===== config.mk =====
export PLATFORM = sky130hd
export DESIGN_NAME = clk_gate_bank
export DESIGN_NICKNAME = d
export VERILOG_FILES = /design/src/rtl/cgb_pkg.sv /design/src/rtl/cgb_addr_dec.sv /design/src/rtl/cgb_en_reg.sv /design/src/rtl/cgb_mon_sync.sv /design/src/rtl/clk_gate_bank.sv
export SDC_FILE = /design/constraint.sdc
export NUM_CORES = 1
export LEC_CHECK = 0
export BUFFER_PORTS_ARGS = -buffer_cell sky130_fd_sc_hd__buf_4
export CORE_AREA = 2 2 118 120
export DETAILED_ROUTE_END_ITERATION = 7
export DIE_AREA = 0 0 120 122
export GPL_TIMING_DRIVEN = 0
export PLACE_DENSITY = 0.88
export SYNTH_ARGS = -nofsm -noshare
export SYNTH_HDL_FRONTEND = slang
export SYNTH_SLANG_ARGS = --single-unit

===== constraint.sdc =====
create_clock -name clk -period 2.96 [get_ports clk]
set_input_delay 0.592 -clock clk [delete_from_list [all_inputs] [get_ports clk]]
set_output_delay 0.592 -clock clk [all_outputs]
set_load 0.05 [all_outputs]

===== src/rtl/cgb_pkg.sv =====
package cgb_pkg;
  localparam int GRP_W  = 16;
  localparam int WORD_W = 32;

  typedef struct packed {
    logic en_hit;
    logic mon_hit;
  } hit_t;
endpackage


===== src/rtl/cgb_addr_dec.sv =====
module cgb_addr_dec
  import cgb_pkg::*;
#(
  parameter int ADDR_W   = 12,
  parameter int NUM_REGS = 4,
  parameter int EN_BASE  = 'h600,
  parameter int MON_BASE = 'h800,
  parameter int IDX_W    = 2
) (
  input  logic [ADDR_W-1:0] addr,
  output hit_t              hit,
  output logic [IDX_W-1:0]  idx
);
  localparam logic [ADDR_W-1:0] SPAN   = ADDR_W'(4 * NUM_REGS);
  localparam logic [ADDR_W-1:0] EN_LO  = ADDR_W'(EN_BASE);
  localparam logic [ADDR_W-1:0] MON_LO = ADDR_W'(MON_BASE);

  logic [ADDR_W-1:0] en_off;
  logic [ADDR_W-1:0] mon_off;

  // Offsets wrap when addr is below a base, so one compare covers both ends.
  always_comb begin
    en_off      = addr - EN_LO;
    mon_off     = addr - MON_LO;
    hit.en_hit  = (en_off < SPAN) && (en_off[1:0] == 2'b00);
    hit.mon_hit = (mon_off < SPAN) && (mon_off[1:0] == 2'b00);
    idx         = hit.en_hit ? en_off[IDX_W+1:2] : mon_off[IDX_W+1:2];
  end
endmodule


===== src/rtl/cgb_en_reg.sv =====
module cgb_en_reg
  import cgb_pkg::*;
#(
  parameter logic [GRP_W-1:0] RST_VAL = '0
) (
  input  logic              clk,
  input  logic              rst,
  input  logic              wr,
  input  logic [WORD_W-1:0] wdata,
  output logic [GRP_W-1:0]  q
);
  logic [GRP_W-1:0] mask;
  logic [GRP_W-1:0] val;

  always_comb begin
    mask = wdata[WORD_W-1:GRP_W];
    val  = wdata[GRP_W-1:0];
  end

  always_ff @(posedge clk) begin
    if (rst) q <= RST_VAL;
    else if (wr) q <= (q & ~mask) | (val & mask);
  end
endmodule


===== src/rtl/cgb_mon_sync.sv =====
module cgb_mon_sync #(
  parameter int            W       = 64,
  parameter int            STAGES  = 2,
  parameter logic [W-1:0]  RST_VAL = '0
) (
  input  logic         clk,
  input  logic         rst,
  input  logic [W-1:0] d,
  output logic [W-1:0] q
);
  logic [W-1:0] st [STAGES];

  always_ff @(posedge clk) begin
    if (rst) st[0] <= RST_VAL;
    else st[0] <= d;
  end

  for (genvar s = 1; s < STAGES; s++) begin : g_stage
    always_ff @(posedge clk) begin
      if (rst) st[s] <= RST_VAL;
      else st[s] <= st[s-1];
    end
  end

  assign q = st[STAGES-1];
endmodule


===== src/rtl/clk_gate_bank.sv =====
module clk_gate_bank
  import cgb_pkg::*;
#(
  parameter int ADDR_W      = 12,
  parameter int NUM_REGS    = 4,
  parameter int EN_BASE     = 'h600,
  parameter int MON_BASE    = 'h800,
  parameter int SYNC_STAGES = 2,
  parameter logic [NUM_REGS*16-1:0] RESET_EN = '0
) (
  input  logic                   clk,
  input  logic                   rst,
  input  logic                   bus_req,
  input  logic                   bus_we,
  input  logic [ADDR_W-1:0]      bus_addr,
  input  logic [31:0]            bus_wdata,
  output logic                   rd_valid,
  output logic [31:0]            rd_data,
  output logic [NUM_REGS*16-1:0] clk_en
);
  localparam int NUM_CLK = NUM_REGS * GRP_W;
  localparam int IDX_W   = (NUM_REGS > 1) ? $clog2(NUM_REGS) : 1;

  hit_t             dec_hit;
  logic [IDX_W-1:0] dec_idx;
  logic [GRP_W-1:0] en_q [NUM_REGS];
  logic [NUM_CLK-1:0] mon_state;
  logic [WORD_W-1:0]  rd_next;

  cgb_addr_dec #(
    .ADDR_W(ADDR_W), .NUM_REGS(NUM_REGS), .EN_BASE(EN_BASE),
    .MON_BASE(MON_BASE), .IDX_W(IDX_W)
  ) u_dec (
    .addr(bus_addr), .hit(dec_hit), .idx(dec_idx)
  );

  for (genvar g = 0; g < NUM_REGS; g++) begin : g_grp
    logic wr_sel;
    assign wr_sel = bus_req && bus_we && dec_hit.en_hit && (dec_idx == IDX_W'(g));

    cgb_en_reg #(.RST_VAL(RESET_EN[g*GRP_W +: GRP_W])) u_reg (
      .clk(clk), .rst(rst), .wr(wr_sel), .wdata(bus_wdata), .q(en_q[g])
    );

    assign clk_en[g*GRP_W +: GRP_W] = en_q[g];
  end

  cgb_mon_sync #(.W(NUM_CLK), .STAGES(SYNC_STAGES), .RST_VAL(RESET_EN)) u_mon (
    .clk(clk), .rst(rst), .d(clk_en), .q(mon_state)
  );

  always_comb begin
    rd_next = '0;
    if (dec_hit.en_hit)
      rd_next[GRP_W-1:0] = en_q[dec_idx];
    else if (dec_hit.mon_hit)
      rd_next[GRP_W-1:0] = mon_state[int'(dec_idx)*GRP_W +: GRP_W];
  end

  always_ff @(posedge clk) begin
    if (rst) begin
      rd_valid <= 1'b0;
      rd_data  <= '0;
    end else if (bus_req && !bus_we) begin
      rd_valid <= 1'b1;
      rd_data  <= rd_next;
    end else begin
      rd_valid <= 1'b0;
      rd_data  <= '0;
    end
  end
endmodule


---- Word-level counts from Yosys, hierarchy flattened ----
Memory sizes are Yosys's and may differ from the RTL's.
Cells that the tools add are included.
storage, ports and cells
  register bits ........................... 97
  bits in latches ......................... 0
  memory bits (writable) .................. 128
  ROM bits ................................ 0
  bits of input ports ..................... 48
  output and inout port bits .............. 97
  logic and storage cells ................. 57
  memories kept ........................... 1
operators by class
  $add $sub $neg .......................... 2
  multipliers ............................. 0
  divide/modulo/power cells ............... 0
  magnitude comparators ................... 3
  equality and inequality tests ........... 3
  shift-type cells ........................ 1
  muxes and demuxes ....................... 12
  bitwise gates (word level) .............. 14
  reduce and logical (&&, ||, !) cells .... 14
memory list
  name      depth  width  rd ports  clocked after memory_dff  write ports  RTL line            RTL
  u_mon.st  2      64     2         0                         2            cgb_mon_sync.sv:11  logic [W-1:0] st [STAGES];
operators with widths
  kind                                                  number
  two-way mux 64 bit                                    2
  AND 16 bit                                            5
  two-way mux 16 bit                                    4
  bitwise OR 16 bit                                     4
  indexed part select 64 x 7 -> 16 bit                  1
  binary-select mux 16 bit (select 2 bit)               1
  < comparator 12 x 5 -> 1 bit (second input constant)  2
  inverter 16 bit                                       1
  subtractor 12 x 11 -> 12 bit (second input constant)  1
  subtractor 12 bit (second input constant)             1
  logical AND 1 bit                                     9
  logical NOT 2 bit                                     3
  == test 2 bit (second input constant)                 2
  two-way mux 1 bit                                     4
  >= comparator 3 bit (second input constant)           1
  inverter 2 -> 3 bit                                   1
  == test 2 x 1 -> 1 bit (second input constant)        1
  two-way mux 2 bit                                     1
  bitwise OR 1 bit                                      2
  OR reduction 2 bit                                    1
  logical NOT 1 bit                                     1
  inverter 1 bit                                        1

---- Depth between registers and ports, before layout ----
  depth after elaboration ................. 9
  depth in mapped cells ................... 8
  depth with buffers taken out ............ 5

---- Hierarchy ----
A second synthesis with hierarchy kept.
second synthesis, totals
  cells, all modules ...................... 691
  area, all modules ....................... 8018.9 um^2
by module, submodules not included
  module         times used  cells an instance  area an instance (um^2)  sequential area each (um^2)
  cgb_mon_sync   1           270                3464.6                   2562.5
  cgb_en_reg     4           69                 710.7                    320.3
  clk_gate_bank  1           135                1620.3                   340.3
  cgb_addr_dec   1           10                 91.3                     0.0

---- Least setup slack after synthesis ----
No wires, ideal clock.
  path type ............................... input to register
  from .................................... input port bus_addr[9]
  to ...................................... register with a tool-made name
  setup time .............................. 0.123 ns
  arrival time ............................ 1.826 ns
  data required time ...................... 2.837 ns
  setup slack ............................. 1.011 ns
  stages on the path ...................... 7
  buffers on the path ..................... 2
  path through ............................ ha_1 > nor2b_1 > and4_1 > buf_6 > buf_8 > nand4_1 > mux2_1
RTL lines
  what         RTL line             RTL
  from (decl)  clk_gate_bank.sv:15  input logic [ADDR_W-1:0] bus_addr,

---- Worst setup path after layout ----
  from .................................... input port bus_addr[4]
  to ...................................... register rd_data[5]
between the ends
  cells in the longest elaborated chain, start to end .. 9
  elaborated cells on any way between the ends .. 14
  those cells by class .................... add/sub (2); order compare (2); shift (1); mux (6); bitwise (1); reduce/logical (2)
RTL lines
  what                                                                  RTL line             RTL
  branches (longest 8 deep; another with subtractor 12 x 11 -> 12 bit)  -
  two-way mux 16 bit *                                                  clk_gate_bank.sv:54  if (dec_hit.en_hit)
  to (signal assigned)                                                  clk_gate_bank.sv:66  rd_data <= rd_next;
  to (decl)                                                             clk_gate_bank.sv:18  output logic [31:0] rd_data,
Every way passes the cells marked *. The select of a mux whose other input is x is not followed.
A chain may end at the register's enable or synchronous reset.

==> results.toml <==
[timing]
rsz0062_at_grt = "no"
setup_viol = 0
min_period_over_period = 0.648
fin_skew_ns = 0.00878
timing_max_transition_violations_final = 0
fmax_ghz = 0.521
max_slew.worst_pin.slew_ns = 0.837
period_minus_slack_ns = 1.92
tns_ns = 0
maxSlewHeadroom = 0.442
hold_viol_final = 0

[floorplanning]
die_h_um = 122
coreArea_um2 = 13500
dieArea_um2 = 14600
ios = 145
die_w_um = 120
rows = 43
start_util = 0.570

[min_path]
min_from = "u_mon.st[0][5]"
min-delay-path-class = "flop to flop"
hold_depth = 1
hold_end = "u_mon.st[1][5]"

[final_layout]
final_cell_mix = "dfxtp_1 (209), nor2b_1 (147), buf_4 (143)"
syn2layout_area_growth_pct = 23.1
multi_input_area_um2 = 3150
nFillCells = 892
final_nets = 854
num_antenna_cells = 0
seqCellArea_um2 = 4180
final_layout_size_suffix_gt1_frac = 0.304
fin_cells = 993
final_common_cell = "dfxtp_1"

[synth]
synth_area_per_cell_um2 = 12.0
ys_ff_latch = 209
synth_area_leader_cell = "dfxtp_1"
yosys_warnings = 0
synth_top_area_frac = 0.543
ys_top_cells_by_area = "dfxtp_1 (54%), nor2b_1 (12%), mux4_2 (9.4%)"
synth.distinct_cells = 26
synthCells = 643
yosysSeqAreaShare = 0.543
syn-cell-area_um2 = 7700

[routing]
antenna_left = 0
first_iter_violations = 490
route.detailed.drc = 0
drt_first_pass_iters = 5
vias = 5800
wl_per_cell_um = 21.7
viasPerCell = 5.84
drt-total-wl_um = 21600

[run]
maxCapViolations = 0

[critical_path]
cp_cell_sequence = "buf_4 -> nor4_2 -> nand4_1 -> clkbuf_1 -> nand2b_1 -> a21oi_1"
max_stage_delay_ns = 0.43
cp_data_arrival_time_ns = 2.30
path_buf_inv = 2
path_max_fanout = 10
critPathTopFamily = "simple AND/OR/NAND/NOR gates"
crit_type = "primary input to flop"
worstSetupStartpointType = "primary input"
r2r_setup_slack_ns = 1.80
end_kind = "flop"
crit_slowest_cell = "nand4_1"
rr_worst_depth = 3
required_ns = 3.34
r2r-end = "rd_data[4]"

[global_route]
grt_pass1_wl_um = 32000
grt_pass1_vias = 6042
grt_max_degree = 14
gr-total-overflow = 0
gr-usage-all-layers = 0.288
grt_antenna_before_repair = 0

[clocking]
path_clk_slew_ns = 0.06
clock_sinks = 209
ctsHoldBuffers = 0
numCtsBuffers = 20
clk_latency_ns = 0.48
post-cts-setup-buffers = 0
cts_tree = "yes"
htreeDepth = 1
cts_root_buffer = "clkbuf_16"
post_cts_resized = 0
clockBufferDepth = 3

[power]
max-vdd-ir-drop_mv = 0.349
p_leak_nw = 3.95
power-per-cell-area_nw_per_um2 = 567

[placement]
place.gp.congestion = 0.841
numPortBuffers = 125
hpwl_um = 14500
place_inst = 963

[run_status]
outcome = "complete, no violations"
cell usage after synthesis:
| master | n |
|---|---|
| nor2_1 | 2 |
| nor2b_1 | 147 |
| xor2_1 | 1 |
| inv_1 | 1 |
| buf_6 | 2 |
| nand2_1 | 17 |
| clkbuf_1 | 20 |
| dfxtp_1 | 209 |
| nand4_1 | 65 |
| and2_1 | 2 |
| and4_1 | 1 |
| clkbuf_2 | 1 |
| nor3_1 | 1 |
| nor4_2 | 1 |
| mux2_2 | 21 |
| mux2_1 | 43 |
| buf_8 | 7 |
| mux4_2 | 32 |
| nor2_2 | 1 |
| ha_1 | 1 |
| nand2b_1 | 16 |
| buf_2 | 16 |
| a21oi_1 | 16 |
| buf_1 | 1 |
| conb_1 | 1 |
| buf_4 | 18 |
worst reg2reg max path: cells and delay by family (launching register included):
kind               cells  cell delay, ns
muxes                  1            0.50
DFF                    1            0.33
AOI/OAI and AO/OA      1            0.10
and+or+nand+nor        1            0.08
power breakdown:
part,switching [mW],total [mW],internal (mW)
clock network,0.990,2.26,1.27
logic,0.218,0.314,0.0965
registers,0.000142,2.81,2.81
total,1.21,5.38,4.18
logic make-up after synthesis:
| group | count (synthesis) | share of synthesized area |
|---|---|---|
| xor+xnor | 1 | 0.00114 |
| compound gates | 16 | 0.0104 |
| mux | 96 | 0.187 |
| fa+ha+maj | 1 | 0.00162 |
| simple gates | 253 | 0.200 |
| flops | 209 | 0.543 |
| buf+inv | 66 | 0.0559 |
| other cells | 1 | 0.000487 |
worst max path at each step:
stage	start	endpoint	slack, ns	cells past startpoint
after floorplan	bus_addr[9]	flop	1.01	7
after global placement	bus_addr[9]	rd_data[5]	0.67	9
after detailed placement	bus_addr[4]	rd_data[5]	0.64	6
after CTS	bus_addr[2]	flop	1.08	6
after global routing	bus_addr[4]	rd_data[5]	1.01	6
final	bus_addr[4]	rd_data[5]	1.04	6
area by class of cell:
class / count / area share
plain buffers: 65 / 0.0450
clock buffers: 28 / 0.0570
clock inverters: 2 / 0.00224
inverters: 1 / 0.000396
multi-input cells: 383 / 0.332
flip-flops and latches: 209 / 0.441
well taps: 180 / 0.0237
repair buffers: 125 / 0.0989
metrics by stage:
step	hold WS (ns)	instance area [µm²]	utilization	setup slack (ns)	power, mW
global placement	0.418	8920	0.661	0.670	3.17
finish	0.432	9490	0.702	1.04	5.38
CTS	0.425	9490	0.702	1.08	5.37
global route	0.450	9490	0.702	1.01	5.49
detailed placement	0.420	8920	0.661	0.638	3.18
floorplan	0.414	7760	-	1.01	3.05
per-layer routing:
layer | vias up | routed length [µm] | GRT usage
li1 | 2517 | - | -
met1 | 2757 | 7750 | 0.345
met2 | 429 | 10600 | 0.497
met3 | 97 | 2150 | 0.0421
met4 | 0 | 1020 | 0.165
met5 | - | 0 | 0
No activity file was read; power rests on OpenSTA's default activity.
